===== src/rtl/sop_pkg.sv =====
package sop_pkg;

    localparam int MAX_TAPS      = 8;
    localparam int DA_MAX_TAPS   = 4;
    localparam int DA_MAX_DATA_W = 12;

    typedef int coef_tab_t [MAX_TAPS];

    typedef enum logic [1:0] {
        IMPL_DA   = 2'd0,
        IMPL_MULT = 2'd1,
        IMPL_AUTO = 2'd2
    } sop_impl_e;

    // Growth bits needed to add n equally wide terms.
    function automatic int growth_bits(input int n);
        return (n <= 1) ? 0 : $clog2(n);
    endfunction

    // Resolve the arithmetic style chosen at elaboration.
    function automatic bit pick_table(input sop_impl_e impl, input int n_taps, input int data_w);
        if (impl == IMPL_DA)   return 1'b1;
        if (impl == IMPL_MULT) return 1'b0;
        return (n_taps <= DA_MAX_TAPS) && (data_w <= DA_MAX_DATA_W);
    endfunction

endpackage


===== src/rtl/sop_core.sv =====
// Exact weighted sum of N_TAPS signed samples, purely combinational.
module sop_core
    import sop_pkg::*;
#(
    parameter int        N_TAPS  = 8,
    parameter int        DATA_W  = 8,
    parameter coef_tab_t COEFS   = '{default: 0},
    parameter int        FULL_W  = 22,
    parameter bit        USE_TBL = 1'b0
) (
    input  logic [N_TAPS*DATA_W-1:0] din,
    output logic [FULL_W-1:0]        sum
);

    if (USE_TBL) begin : g_da
        localparam int LUT_N = 1 << N_TAPS;

        // Sum of the weights whose tap bit is set in addr.
        function automatic logic signed [FULL_W-1:0] lut_val(input int addr);
            logic signed [FULL_W-1:0] v;
            v = '0;
            for (int k = 0; k < N_TAPS; k++) begin
                if (addr[k]) v = v + FULL_W'(COEFS[k]);
            end
            return v;
        endfunction

        logic signed [FULL_W-1:0] lut [LUT_N];

        for (genvar a = 0; a < LUT_N; a++) begin : g_lut
            assign lut[a] = lut_val(a);
        end

        // One table lookup per bit plane, weighted by 2^b; the sign plane subtracts.
        always_comb begin
            logic signed [FULL_W-1:0] acc;
            logic signed [FULL_W-1:0] part;
            logic [N_TAPS-1:0]        addr;
            acc = '0;
            for (int b = 0; b < DATA_W; b++) begin
                for (int k = 0; k < N_TAPS; k++) begin
                    addr[k] = din[k*DATA_W + b];
                end
                part = lut[addr] <<< b;
                if (b == DATA_W - 1) acc = acc - part;
                else                 acc = acc + part;
            end
            sum = acc;
        end
    end else begin : g_mult
        always_comb begin
            logic signed [FULL_W-1:0] acc;
            logic signed [FULL_W-1:0] smp;
            logic signed [FULL_W-1:0] wgt;
            acc = '0;
            for (int k = 0; k < N_TAPS; k++) begin
                smp = FULL_W'($signed(din[k*DATA_W +: DATA_W]));
                wgt = FULL_W'(COEFS[k]);
                acc = acc + smp * wgt;
            end
            sum = acc;
        end
    end

endmodule


===== src/rtl/sop_trunc.sv =====
// Output word forming: full width pass-through, or arithmetic shift and slice.
module sop_trunc #(
    parameter int FULL_W    = 22,
    parameter int RES_W     = 22,
    parameter bit FULL_RES  = 1'b1,
    parameter int TRUNC_LSB = 0
) (
    input  logic [FULL_W-1:0] sum,
    output logic [RES_W-1:0]  res
);

    if (FULL_RES) begin : g_full
        assign res = sum;
    end else begin : g_cut
        logic signed [FULL_W-1:0] shifted;
        assign shifted = $signed(sum) >>> TRUNC_LSB;
        for (genvar i = 0; i < RES_W; i++) begin : g_bit
            if (i < FULL_W) begin : g_in
                assign res[i] = shifted[i];
            end else begin : g_ext
                assign res[i] = shifted[FULL_W-1];
            end
        end
    end

endmodule


===== src/rtl/sop_pipe.sv =====
// Delay line of STAGES registers with optional enable and asynchronous clear.
module sop_pipe #(
    parameter int W        = 22,
    parameter int STAGES   = 2,
    parameter bit USE_ENA  = 1'b1,
    parameter bit USE_ACLR = 1'b1
) (
    input  logic         clk,
    input  logic         aclr,
    input  logic         ena,
    input  logic [W-1:0] d,
    output logic [W-1:0] q
);

    localparam int PS = (STAGES > 0) ? STAGES : 1;

    typedef struct packed {
        logic [PS-1:0][W-1:0] stg;
    } pipe_t;

    if (STAGES == 0) begin : g_wire
        assign q = d;
    end else begin : g_regs
        pipe_t pipe_d;
        pipe_t pipe_q;
        logic  adv;

        assign adv = USE_ENA ? ena : 1'b1;

        always_comb begin
            pipe_d = pipe_q;
            if (adv) begin
                pipe_d.stg[0] = d;
                for (int s = 1; s < STAGES; s++) begin
                    pipe_d.stg[s] = pipe_q.stg[s-1];
                end
            end
        end

        if (USE_ACLR) begin : g_clr
            always_ff @(posedge clk or posedge aclr) begin
                if (aclr) pipe_q <= '0;
                else      pipe_q <= pipe_d;
            end
        end else begin : g_noclr
            always_ff @(posedge clk) begin
                pipe_q <= pipe_d;
            end
        end

        assign q = pipe_q.stg[STAGES-1];
    end

endmodule


===== src/rtl/coef_sop.sv =====
// Top: fixed-weight sum of products with selectable style, output forming and pipeline.
module coef_sop
    import sop_pkg::*;
#(
    parameter int        N_TAPS      = 8,
    parameter int        DATA_W      = 8,
    parameter int        COEF_W      = 11,
    parameter coef_tab_t COEFS       = '{-587, -844, -678, -100, 367, 362, 71, -244},
    parameter int        PIPE_STAGES = 2,
    parameter bit        FULL_RES    = 1'b1,
    parameter int        OUT_W       = 16,
    parameter int        TRUNC_LSB   = 0,
    parameter sop_impl_e IMPL        = IMPL_AUTO,
    parameter bit        USE_ENA     = 1'b1,
    parameter bit        USE_ACLR    = 1'b1,
    localparam int       FULL_W      = DATA_W + COEF_W + growth_bits(N_TAPS),
    localparam int       RES_W       = FULL_RES ? FULL_W : OUT_W
) (
    input  logic                     clk,
    input  logic                     aclr,
    input  logic                     ena,
    input  logic [N_TAPS*DATA_W-1:0] din,
    output logic [RES_W-1:0]         result
);

    localparam bit USE_TBL = pick_table(IMPL, N_TAPS, DATA_W);

    logic [FULL_W-1:0] sum_full;
    logic [RES_W-1:0]  res_tr;

    sop_core #(
        .N_TAPS (N_TAPS),
        .DATA_W (DATA_W),
        .COEFS  (COEFS),
        .FULL_W (FULL_W),
        .USE_TBL(USE_TBL)
    ) u_core (
        .din(din),
        .sum(sum_full)
    );

    sop_trunc #(
        .FULL_W   (FULL_W),
        .RES_W    (RES_W),
        .FULL_RES (FULL_RES),
        .TRUNC_LSB(TRUNC_LSB)
    ) u_trunc (
        .sum(sum_full),
        .res(res_tr)
    );

    sop_pipe #(
        .W       (RES_W),
        .STAGES  (PIPE_STAGES),
        .USE_ENA (USE_ENA),
        .USE_ACLR(USE_ACLR)
    ) u_pipe (
        .clk (clk),
        .aclr(aclr),
        .ena (ena),
        .d   (res_tr),
        .q   (result)
    );

endmodule


===== config.mk =====
export PLATFORM = sky130hd
export DESIGN_NAME = coef_sop
export DESIGN_NICKNAME = d
export VERILOG_FILES = /design/src/rtl/sop_pkg.sv /design/src/rtl/sop_core.sv /design/src/rtl/sop_trunc.sv /design/src/rtl/sop_pipe.sv /design/src/rtl/coef_sop.sv
export SDC_FILE = /design/constraint.sdc
export NUM_CORES = 1
export LEC_CHECK = 0
export ABC_AREA = 1
export BUFFER_PORTS_ARGS = -buffer_cell sky130_fd_sc_hd__buf_2
export CAP_MARGIN = 20
export CORE_ASPECT_RATIO = 1.25
export CORE_MARGIN = 2
export CORE_UTILIZATION = 70
export DETAILED_ROUTE_END_ITERATION = 10
export PLACE_DENSITY_LB_ADDON = 0.1
export SLEW_MARGIN = 30
export SYNTH_ARGS = -nofsm -noshare
export SYNTH_HDL_FRONTEND = slang
export SYNTH_HIERARCHICAL = 1
export SYNTH_SLANG_ARGS = --single-unit

===== constraint.sdc =====
create_clock -name clk -period 1.87 [get_ports clk]
set_input_delay 0.2805 -clock clk [delete_from_list [all_inputs] [get_ports clk]]
set_output_delay 0.2805 -clock clk [all_outputs]
set_load 0.02 [all_outputs]

==> out/metrics.cfg <==
[worst_setup_path]
critPathRequiredTime_ns=2.05
crit_path_max_fanout=4
startpoint_type_of_the_worst_setup_path=input pin
crit_cells=39
setup.worst_path.end_class=flop
r2r_cells=2
setup.worst_path.class=input pin to flop
critical_path_arrival_ns=9.42
slowest_cell_delay_on_critical_path_ns=0.59
critical_path_buf_inv_count=12
critical_path.top_delay_family=adder cells
critical_path.startpoint=din[16]
critical_path.reg2reg.startpoint=u_pipe/g_regs.pipe_q[19]$_DFFE_PP0P_
r2r_setup_slack_ns=1.06
worst_path_max_delay_cell=sky130_fd_sc_hd__fa_1
path_common_cell=sky130_fd_sc_hd__fa_1

[clock_tree]
clk_root_buffer_cell=sky130_fd_sc_hd__clkbuf_16
clk-insertion-delay-late_ns=0.29
cts-hold-fix-buffers=0
cts_max_path_buffers=2
clock_sinks=44
total_clock_buffers_created_by_cts=5
ctsHtreeMaxLevel=2
cts_tree=built
clkTransAtPathRegs_ns=0.07

[floorplanning]
horizontal_die_dimension_um=146
io_pins=89
core-area_um2=24600
num_rows=64
design.die.area_um2=26400
initial_utilization=0.715
floorplan.die.height_um=181

[synthesis]
synth_cell_types=34
postSynth.asyncResetShare=1.00
synth.net_count=2739
yosys.area.top_type_share=0.352
synth.top_cells.by_area=sky130_fd_sc_hd__fa_1 (35%), sky130_fd_sc_hd__ha_1 (24%), sky130_fd_sc_hd__inv_1 (12%)
synth_most_common_cell=sky130_fd_sc_hd__inv_1
synthesis.instances=2027
synth-edff-count=0
combinational_family_with_the_most_area_after_synthesis=adder cells
synth-seq-area-share=0.0626
post_synth_instance_area_um2=17600
postSynth.topFlopCell=sky130_fd_sc_hd__dfrtp_1
synth_top_area_cell=sky130_fd_sc_hd__fa_1
number_of_synthesized_register_bits=44
synth_common_cells=sky130_fd_sc_hd__inv_1 (585), sky130_fd_sc_hd__ha_1 (336), sky130_fd_sc_hd__nand2_1 (333)
share_of_the_synthesized_area_in_compound_gates_ao_oa_aoi_oai=0.0384
mean_area_per_synthesized_cell_um2=8.67
yosys.area_share.adder=0.591
synth_simple_gate_area_share=0.111
ys.warnings.count=6
muxShareOfSynthArea=0
synth_xor_xnor_area_share=0.0468

[global_routing]
grt_first_pass_wirelength_um=91700
globalRouteOverflowTotal=0
number_of_antenna_violations_at_the_first_check_in_global_routing=4
grt.total_usage=0.450
grt_pass1_vias=18300
maximum_number_of_pins_on_one_net_before_global_route_repair=45

[sta]
timing.final.max_slew_violations=0
final_critical_path_setup_slack_ns=-7.37
hold_viol=0
finClkSkew_ns=0.00885
worstMarginPinSlew_ns=0.654
maxSlewHeadroom=0.559
rsz0062_at_grt=yes
final_period_demand_of_the_worst_path_ns=9.24
setup_violations=21
max_freq_mhz=108
timing.final.crit_share=4.94

[routing]
avgRoutedWirePerCell_um=25.6
detail_route.iter0.violations=1695
routed_wl_um=70500
drtPass1Iterations=6
ant_nets=0
vias=17300
drt_drc_violations_left=0
post_drt_via_cell_ratio=6.29

[layout]
finish.net_count=3129
fraction_of_layout_cells_with_a_size_suffix_above_1=0.320
filler_cell_count=776
stdcell_area_um2=23000
syn_to_final_growth_pct=31.0

[place]
placement.cell_area_um2=21400
globalplace.congestion=0.971
hpwlAfterDp_um=43000
port-buffer-count=88

[job]
cap_viol_max_count=0

[run_status]
outcome=finished, violations left
failed_checks=setup timing

[worst_hold_path]
hold_path_class=input pin to async pin

per-layer routing:
layer | GRT usage | share of wire | routed length [µm]
met1 | 0.426 | 0.29 | 20300
met2 | 0.815 | 0.46 | 32300
met3 | 0.0838 | 0.11 | 7530
met4 | 0.412 | 0.15 | 10300
met5 | 0.00926 | 0.0012 | 85
state kept, by name, summed over array words and instances (netlist names):
register,cells
u_pipe/g_regs.pipe_q,22
u_pipe/q,22
stage by stage:
step | hold slack, ns | instances | util | setup WS [ns] | TNS, ns
floorplan | 0.442 | 2027 | - | -6.65 | -107.70
global placement | 0.432 | 2713 | 0.870 | -7.02 | -119.06
detailed placement | 0.452 | 2713 | 0.870 | -7.20 | -122.04
CTS | 0.168 | 2739 | 0.915 | -6.85 | -113.29
global route | 0.192 | 2748 | 0.936 | -7.72 | -126.17
finish | 0.151 | 2751 | 0.937 | -7.37 | -121.06
layout make-up:
| cell class | count | area, µm² | area share |
|---|---|---|---|
| Antenna cell | 3 | 7.51 | 0.000326 |
| Multi-Input combinational cell | 1342 | 15700 | 0.684 |
| Clock inverter | 2 | 38.8 | 0.00168 |
| Sequential cell | 44 | 1100 | 0.0478 |
| Tap cell | 330 | 413 | 0.0179 |
| Inverter | 587 | 2260 | 0.0981 |
| Timing Repair Buffer | 437 | 3320 | 0.144 |
| Clock buffer | 6 | 139 | 0.00603 |
placed cells by master (no fill, tap or decap), types with 4 or more instances in the layout:
cell type	synthesis	final
sky130_fd_sc_hd__nor2_2	0	15
sky130_fd_sc_hd__xor2_1	55	47
sky130_fd_sc_hd__buf_8	0	4
sky130_fd_sc_hd__a21oi_4	0	15
sky130_fd_sc_hd__ha_4	0	74
sky130_fd_sc_hd__buf_6	5	43
sky130_fd_sc_hd__nand3_1	61	50
sky130_fd_sc_hd__nand3_2	1	9
sky130_fd_sc_hd__xnor2_2	0	4
sky130_fd_sc_hd__inv_2	1	63
sky130_fd_sc_hd__fa_2	0	22
sky130_fd_sc_hd__nand2_2	2	30
sky130_fd_sc_hd__nand2_4	0	18
sky130_fd_sc_hd__nor2_4	2	16
sky130_fd_sc_hd__a21oi_1	70	41
sky130_fd_sc_hd__o21bai_1	11	10
sky130_fd_sc_hd__ha_1	336	259
sky130_fd_sc_hd__xor2_2	0	5
sky130_fd_sc_hd__clkbuf_16	0	5
sky130_fd_sc_hd__xnor2_1	39	34
sky130_fd_sc_hd__fa_1	309	287
sky130_fd_sc_hd__nand2_1	333	285
sky130_fd_sc_hd__dfrtp_1	44	44
sky130_fd_sc_hd__buf_2	1	71
sky130_fd_sc_hd__o21ai_0	29	18
sky130_fd_sc_hd__inv_1	585	513
sky130_fd_sc_hd__inv_4	0	5
sky130_fd_sc_hd__nand4_1	10	10
sky130_fd_sc_hd__nor2_1	60	31
sky130_fd_sc_hd__o21ai_1	1	4
sky130_fd_sc_hd__buf_4	48	317
sky130_fd_sc_hd__o21ai_2	1	6
sky130_fd_sc_hd__a21oi_2	1	15
final timing paths:
path                                                             end
worst min-delay path                         u_pipe/q[2]$_DFFE_PP0P_
worst max register to register              u_pipe/q[19]$_DFFE_PP0P_
worst max-delay path            u_pipe/g_regs.pipe_q[19]$_DFFE_PP0P_
max in group asynchronous       u_pipe/g_regs.pipe_q[11]$_DFFE_PP0P_
min in group clk                             u_pipe/q[9]$_DFFE_PP0P_
worst min register to register               u_pipe/q[9]$_DFFE_PP0P_
what timing repair did:
action,4_1_cts,5_1_grt
hold endpoints to repair,0,0
resized for setup,199,110
buffers inserted,22,9
gates cloned,0,0
pin swaps,154,85
endpoints found under the setup margin,21,21
cells by family after synthesis:
group | count (synthesis)
flops | 44
fa+ha+maj | 645
compound gates | 123
simple gates | 480
xor+xnor | 94
buf+inv | 641
tightest hold or removal path, cell delays in order:
cell and delay, ns:
sky130_fd_sc_hd__buf_2 0.10, sky130_fd_sc_hd__inv_1 0.05, sky130_fd_sc_hd__buf_4 0.47
Power is left out: the tool's default activity adds up to more than one toggle a clock period on the data nets, which glitch-free logic cannot reach.
